`src/rtl/ldexec_seq.sv`:
```
module ldexec_seq #(
  parameter int PC_W     = 4,
  parameter int PROG_LEN = 10
) (
  input  logic            clk,
  input  logic            rst_n,
  input  logic            enter,
  input  logic [2:0]      op_class,
  input  logic [PC_W-1:0] pc,
  input  logic            dm_addr_ok,
  output logic            buf_lo_ld,
  output logic            buf_hi_ld,
  output logic            im_we,
  output logic            pc_inc,
  output logic            pc_clr,
  output logic            im_re,
  output logic            ir_ld,
  output logic            tp_ld,
  output logic            ma_ld,
  output logic            dm_re,
  output logic            exec_en,
  output logic [2:0]      status
);

  localparam logic [PC_W-1:0] LAST = PC_W'(PROG_LEN - 1);

  localparam logic [2:0] C_ALUMEM = 3'd1;
  localparam logic [2:0] C_MEMWR  = 3'd2;
  localparam logic [2:0] C_RELOAD = 3'd3;
  localparam logic [2:0] C_HALT   = 3'd4;

  localparam logic [2:0] ST_LOAD = 3'd0;
  localparam logic [2:0] ST_RUN  = 3'd1;
  localparam logic [2:0] ST_HALT = 3'd2;
  localparam logic [2:0] ST_IFLT = 3'd3;
  localparam logic [2:0] ST_DFLT = 3'd4;

  typedef enum logic [3:0] {
    S_WLO, S_WHI, S_WR, S_F1, S_F2, S_F3, S_DEC, S_OPF, S_EX,
    S_HALT, S_IFLT, S_DFLT
  } state_t;

  state_t st, st_nx;
  logic   enter_q;
  logic   rise, pc_ok, pc_end, needs_ma;

  assign rise     = enter & ~enter_q;
  assign pc_ok    = (pc <= LAST);
  assign pc_end   = (pc == LAST);
  assign needs_ma = (op_class == C_ALUMEM) || (op_class == C_MEMWR);

  always_ff @(posedge clk) begin
    if (!rst_n) begin
      st      <= S_WLO;
      enter_q <= 1'b0;
    end else begin
      st      <= st_nx;
      enter_q <= enter;
    end
  end

  always_comb begin
    st_nx = st;
    unique case (st)
      S_WLO:  if (rise) st_nx = S_WHI;
      S_WHI:  if (rise) st_nx = S_WR;
      S_WR:   st_nx = !pc_ok ? S_IFLT : (pc_end ? S_F1 : S_WLO);
      S_F1:   st_nx = pc_ok ? S_F2 : S_IFLT;
      S_F2:   st_nx = S_F3;
      S_F3:   st_nx = S_DEC;
      S_DEC: begin
        if (op_class == C_HALT)        st_nx = S_HALT;
        else if (op_class == C_RELOAD) st_nx = S_WLO;
        else if (op_class == C_ALUMEM) st_nx = S_OPF;
        else                           st_nx = S_EX;
      end
      S_OPF:  st_nx = dm_addr_ok ? S_EX : S_DFLT;
      S_EX:   st_nx = S_F1;
      S_HALT, S_IFLT, S_DFLT: st_nx = st;
      default: st_nx = S_IFLT;
    endcase
  end

  assign buf_lo_ld = rst_n && (st == S_WLO) && rise;
  assign buf_hi_ld = rst_n && (st == S_WHI) && rise;
  assign im_we     = rst_n && (st == S_WR) && pc_ok;
  assign pc_inc    = rst_n && (((st == S_WR) && pc_ok && !pc_end) || (st == S_EX));
  assign pc_clr    = !rst_n || ((st == S_WR) && pc_end)
                            || ((st == S_DEC) && (op_class == C_RELOAD));
  assign im_re     = rst_n && (st == S_F1) && pc_ok;
  assign ir_ld     = rst_n && (st == S_F2);
  assign tp_ld     = rst_n && (st == S_F3);
  assign ma_ld     = rst_n && (st == S_DEC) && needs_ma;
  assign dm_re     = rst_n && (st == S_OPF) && dm_addr_ok;
  assign exec_en   = rst_n && (st == S_EX);

  always_comb begin
    unique case (st)
      S_WLO, S_WHI, S_WR: status = ST_LOAD;
      S_HALT:             status = ST_HALT;
      S_IFLT:             status = ST_IFLT;
      S_DFLT:             status = ST_DFLT;
      default:            status = ST_RUN;
    endcase
  end


  fetch_order_chk: assert property (@(posedge clk) disable iff (!rst_n)
    im_re |=> ir_ld);

  fetch_tail_chk: assert property (@(posedge clk) disable iff (!rst_n)
    ir_ld |=> tp_ld);

  one_strobe_chk: assert property (@(posedge clk) disable iff (!rst_n)
    $onehot0({buf_lo_ld, buf_hi_ld, im_we, im_re, ir_ld, tp_ld, ma_ld, dm_re, exec_en}));

  write_after_hi_chk: assert property (@(posedge clk) disable iff (!rst_n)
    im_we |-> $past(buf_hi_ld));

  opnd_after_ma_chk: assert property (@(posedge clk) disable iff (!rst_n)
    dm_re |-> $past(ma_ld));

  exec_refetch_chk: assert property (@(posedge clk) disable iff (!rst_n)
    exec_en |=> (status == ST_RUN || status == ST_IFLT));

  halt_sticky_chk: assert property (@(posedge clk) disable iff (!rst_n)
    status == ST_HALT |=> status == ST_HALT);

  ifault_sticky_chk: assert property (@(posedge clk) disable iff (!rst_n)
    status == ST_IFLT |=> status == ST_IFLT);

  dfault_sticky_chk: assert property (@(posedge clk) disable iff (!rst_n)
    status == ST_DFLT |=> status == ST_DFLT);

endmodule

```
`config.mk`:
```
export PLATFORM = sky130hd
export DESIGN_NAME = ldexec_seq
export DESIGN_NICKNAME = d
export VERILOG_FILES = /design/src/rtl/ldexec_seq.sv
export SDC_FILE = /design/constraint.sdc
export NUM_CORES = 1
export LEC_CHECK = 0
export ABC_AREA = 1
export BUFFER_PORTS_ARGS = -buffer_cell sky130_fd_sc_hd__buf_2
export CAP_MARGIN = 20
export CORE_AREA = 3 3 40 42
export CTS_BUF_LIST = sky130_fd_sc_hd__clkbuf_16
export CTS_CLUSTER_DIAMETER = 30
export DETAILED_ROUTE_END_ITERATION = 16
export DIE_AREA = 0 0 43 45
export GPL_ROUTABILITY_DRIVEN = 0
export HOLD_SLACK_MARGIN = 0.06
export PLACE_DENSITY = 0.78
export SLEW_MARGIN = 20
export SYNTH_ARGS = -nofsm -noshare
export SYNTH_HDL_FRONTEND = slang
export SYNTH_SLANG_ARGS = --single-unit
export TNS_END_PERCENT = 10
```
`constraint.sdc`:
```
create_clock -name clk -period 3.4 [get_ports clk]
set_input_delay 0.51 -clock clk [delete_from_list [all_inputs] [get_ports clk]]
set_output_delay 0.51 -clock clk [all_outputs]
set_load 0.02 [all_outputs]
```
; Word level (Yosys, flattened, before mapping)
; Index checks and enable logic that the tools add are counted.
[op_classes]
addsub = 0
n_eq_ne = 18
div = 0
n_reduce_logical = 30
n_shift = 0
n_lt_le_gt_ge = 1
n_mul = 0
bitwise_logic = 3
muxes = 11
[ops]
columns = cell, n
row1 = 4-bit case mux with 10 select lines, 1
row2 = 4-bit two-way mux, 7
row3 = 4-bit == test (second input constant), 5
row4 = 1-bit logical AND, 20
row5 = 4-bit by 3-bit == test with 1-bit output (second input constant), 4
row6 = 3-bit case mux with 4 select lines, 1
row7 = 4-bit by 2-bit == test with 1-bit output (second input constant), 2
row8 = 3-bit by 2-bit == test with 1-bit output (second input constant), 2
row9 = 3-bit OR reduction, 2
row10 = 4-bit by 1-bit == test with 1-bit output (second input constant), 1
row11 = 4-bit <= comparator (second input constant), 1
row12 = 4-bit logical NOT, 1
row13 = 1-bit logical OR, 4
row14 = 2-bit two-way mux, 2
row15 = 2-bit != test (second input constant), 2
row16 = 3-bit by 1-bit == test with 1-bit output (second input constant), 1
row17 = 3-bit == test (second input constant), 1
row18 = 3-bit AND reduction, 1
row19 = 1-bit logical NOT, 2
row20 = 1-bit NOT, 2
row21 = 1-bit bitwise AND, 1
[word_totals]
in_bits = 11
ramBits = 0
output_inout_bits = 14
mem_count = 0
latchBits = 0
wordCells = 65
reg_bits = 5
rom_bits = 0

; Logic depth before layout (Yosys ltp)
[depth]
depth_word = 5
depth_mapped = 9
depth_no_buf = 9

; Least setup slack after synthesis
; Ideal clock, no wire load.
[synth_path]
kind = input-to-output
start = input pc[2]
end = output pc_inc
slack_ns = 1.387
arrival_time_ns = 1.503
path_stages = 5
path_buffers = 0
required_time_ns = 2.890
cell_sequence = o21ai_0 inv_1 nor3_2 nand2_1 o21ai_0
[synth_via]
elab_chain_len = 5
elab_cells_between_ends = 7
cone_classes = 1 x order compare / 1 x eq/ne / 5 x reduce/logical
[synth_rtl]
columns = item, line_no
row1 = "start, declared", 9  ; input logic [PC_W-1:0] pc,
row2 = 4-bit <= comparator / 4-bit == test (equally long branches), "48, 49"
row3 = 1-bit logical AND / 1-bit logical NOT (equally long branches), 87  ; assign pc_inc = rst_n && (((st == S_WR) && pc_ok && !pc_end) || (st == S_EX));
row4 = 1-bit logical AND *, 87
row5 = 1-bit logical OR *, 87
row6 = 1-bit logical AND *, 87
row7 = "end, declared", 14  ; output logic pc_inc,
; Mark *: on every way between the ends. The rest lies on a longest branch, timed or not.

; Worst setup path in the final report
; Same ends and word-level chain as after synthesis.

==> results by stage <==
Routing:
- The routed length per placed instance is 10.03 um.
- The vias after detailed routing is 736.
- The final wirelength is 1514 um.
- After detailed routing, the number of remaining DRC violations is 0.
- In this run the remaining antenna-violating nets after routing total 0.
- The number of detailed-routing iterations run before antenna repair is 4.
- In the routed layout, each cell is associated on average with a via count of 4.874.
- The starting DRC count in detailed routing is 19.

Layout:
- Leaving out fill and tap cells, the most frequent cells in the layout are nand2_1 (29), buf_2 (24), nor2_1 (20), inv_1 (19), o21ai_0 (6).
- In the final layout, the share of cells above drive strength 1 is 0.3088.
- With fillers left out, the area of the finished cells amounts to 778.2 um2.
- The most common library cell in the layout ignoring fill and taps is nand2_1.
- The final core area utilization is 0.6056.
- The number of nets at the end of the flow is 148.
- From synthesis to final layout, the design area changed by 37.92%.
- The antenna diode instance count is 0.

Timing:
- In the final timing run, aggregate negative setup slack is 0 ps.
- For the pin with the worst max-slew slack, the measured transition is 381.5 ps.
- The worst relative slew slack is 0.7454.
- The number of failing hold endpoints at the final stage is 0.
- The number of slew-limit violations in the final report is 0.
- For the finished layout, the period the worst path requires is 1978 ps.
- Setup repair after global routing left no endpoint under its margin.
- Final hold analysis gives a worst-case slack of 509.3 ps.
- For this run, the top clock speed supported by timing is 505.7 MHz.
- On the final layout, the worst clock skew is 1.129 ps.
- The worst-case setup margin in the final layout is 1422 ps.
- Setup violations remaining at the end of the flow were counted as 0.
- Of the available clock period, the critical path in the final layout requires 0.5817.

Logic synthesis:
- The count of distinct cell types in the synthesized netlist is 18.
- The synthesized design spends more area on one cell type than any other, namely nand2_1.
- Of the post-synthesis cell area, the dominant cell type holds 0.1929.
- The sequential fraction of the synthesis area is 0.1774.
- The number of standard cells after synthesis is 109.
- After synthesis, the cell types taking the most area are nand2_1 (19%), dfxtp_1 (18%), nor2_1 (13%), inv_1 (12%), o21ai_0 (5.3%).
- The average instance in the mapped netlist occupies 5.177 um2.
- During synthesis, Yosys emitted a total of 0 warnings.
- The post-synthesis register bit count is 5.
- The netlist area before placement is 564.3 um2.
- The number of nets in the synthesized netlist is 120.

Setup path:
- The maximum fanout along the worst path is 3.
- The slowest stage cell on the critical path is o21ai_0.
- The data required time at the worst endpoint is 2890 ps.
- The endpoint of the worst setup timing path is pc_inc.
- The signal arrival time at the worst endpoint is 1470 ps.
- Counting cells, the worst reg-to-reg path comes to 8.
- The worst register-to-register path begins at st[0].
- The maximum single-stage delay on the critical path is 260 ps.
- The depth of the critical timing path with buffers and inverters included is 7.
- In this design, the largest share of critical-path delay is due to buffers and inverters.
- The setup check on the worst reg-to-reg path leaves a slack of 2130 ps.
- The sum of buffers and inverters on the critical path is 3.
- The worst setup path is of the primary input to output pin kind.
- The capture point of the worst reg-to-reg path is st[1].
- The kind of end point of the critical path is an output pin.
- The signal on the critical path passes through buf_2 -> o21ai_0 -> inv_1 -> nor3_2 -> nand2_1 -> o21ai_0 -> buf_2.
- The critical path startpoint category is a primary input.
- The start point of the critical path is pc[2].

GRT:
- For this run, the total global-route usage over all layers was measured as 0.1797.
- Summed over all layers, the global routing overflow is 0.
- The met1 usage is 0.2019.
- The largest net degree at the start of global routing is 13.
- The number of global-route vias before repair is 660.
- In the global route stage, met3 resource usage came out at 0.02789.
- After global routing, the most crowded layer is met2.
- The first global-routing pass estimated 2587 um of wire.
- The initial antenna violation count is 0.
- The met2 usage in global routing is 0.3174.

Clocking:
- The worst-skew pair later-pin latency is 230 ps.
- The clock tree root buffer cell is clkbuf_16.
- The clock transition at the registers of the reported paths is 30 ps.
- TritonCTS built the clock tree.
- The total number of clock tree sinks is 5.
- The buffers inserted during post-CTS setup optimization is 0.
- CTS built an H-tree with a depth of 1.
- Gates resized during post-CTS repair numbered 0.
- The longest clock path from root to sink contains 2 buffers.
- The hold-fix buffer count after cts is 0.
- The CTS buffer count is 3.

Pwr:
- The worst supply voltage drop on vdd is 0.0003888 V.
- The standby leakage power is 0.0004579 uW.
- Power spread over the standard cell area amounts to 699.0 mW/mm2.

Floorplanning:
- The die span in x is 43 um.
- The die covers 0.001935 mm2.
- The vertical die dimension is 45 um.
- For this configuration, the core starts out at a cell density of 0.4391.
- The total number of placement rows is 13.
- The total core area is 0.001285 mm2.
- The count of boundary I/O pins is 25.

Run status:
- The flow ran to the end, and the final reports show no timing, DRC or antenna violations.

Place:
- The post-detailed-placement half-perimeter wirelength is 1202 um.
- The worst-case setup slack after placement is 1437 ps.
- Summing all placed instances gives a cell area of 699.4 um2.
- The count of port buffers added during placement is 24.

Min path:
- The tightest min-delay check is of the primary input to flip-flop type.
- The start point of the worst min-delay path is enter.

Flow run:
- The count of max-cap constraint violations is 0.
[worst min-delay path by stage]
stage	cells past startpoint	slack, ps	to
2_1_floorplan	2	490	st[0]
3_3_place_gp	2	510	st[0]
3_5_place_dp	2	520	st[0]
4_1_cts	3	510	enter_q
5_1_grt	3	530	enter_q
6_report	3	510	enter_q
[cell families after synthesis]
group           synth area share
simple gates              0.5610
buf+inv                   0.1463
flops                     0.1774
compound gates            0.1153
[sequential cells by signal, summed over array words and instances (netlist names)]
signal   cells
enter_q      1
st           4
[metrics by stage]
stage | power (uW) | instances
after floorplan | 287.6 | 109
after global placement | 343.6 | 147
after detailed placement | 347.8 | 147
after CTS | 546.0 | 151
after global routing | 583.4 | 151
final | 544.0 | 151
[layer usage]
layer  vias up  routed length [um]
met3         5                 144
met4         0                  38
met2        32                 720
met1       314                 611
li1        385                   -
met5         -                   0
[area by class of cell]
cell class              instances  area, um2
fillers                       126      506.7
multi-input cells              82      381.6
repair buffers                 24      120.1
flip-flops and latches          5      100.1
inverters                      21      78.83
clock buffers                   3      75.07
well taps                      15      18.77
clock inverters                 1      3.754
[report_power, final]
part | internal, uW | switching (uW)
combinational | 82.3 | 172
sequential | 75.3 | 22.0
clock | 152 | 39.6
total | 310 | 234
[synthesized netlist by cell type]
master and instances:
nand3_1 4, nand4_1 1, nor3_2 1, nor2_4 1, nor3_1 5, inv_1 18
nand2_1 29, nand3_2 1, dfxtp_1 5, nor2_1 20, o22ai_1 1, a21oi_2 1
nor2_2 4, o21ai_0 6, a21oi_1 4, clkbuf_1 1, inv_2 3, nand2_2 4
[worst register-to-register path: stages, from the launching register on]
cell and delay, ps:
dfxtp_1 330, inv_1 150, nand2_2 140, o21ai_0 230
nand2_1 80, inv_1 60, nand4_1 80, nand2_1 70
inv_1 40
Note: power is estimated with default switching activity, not from simulation.
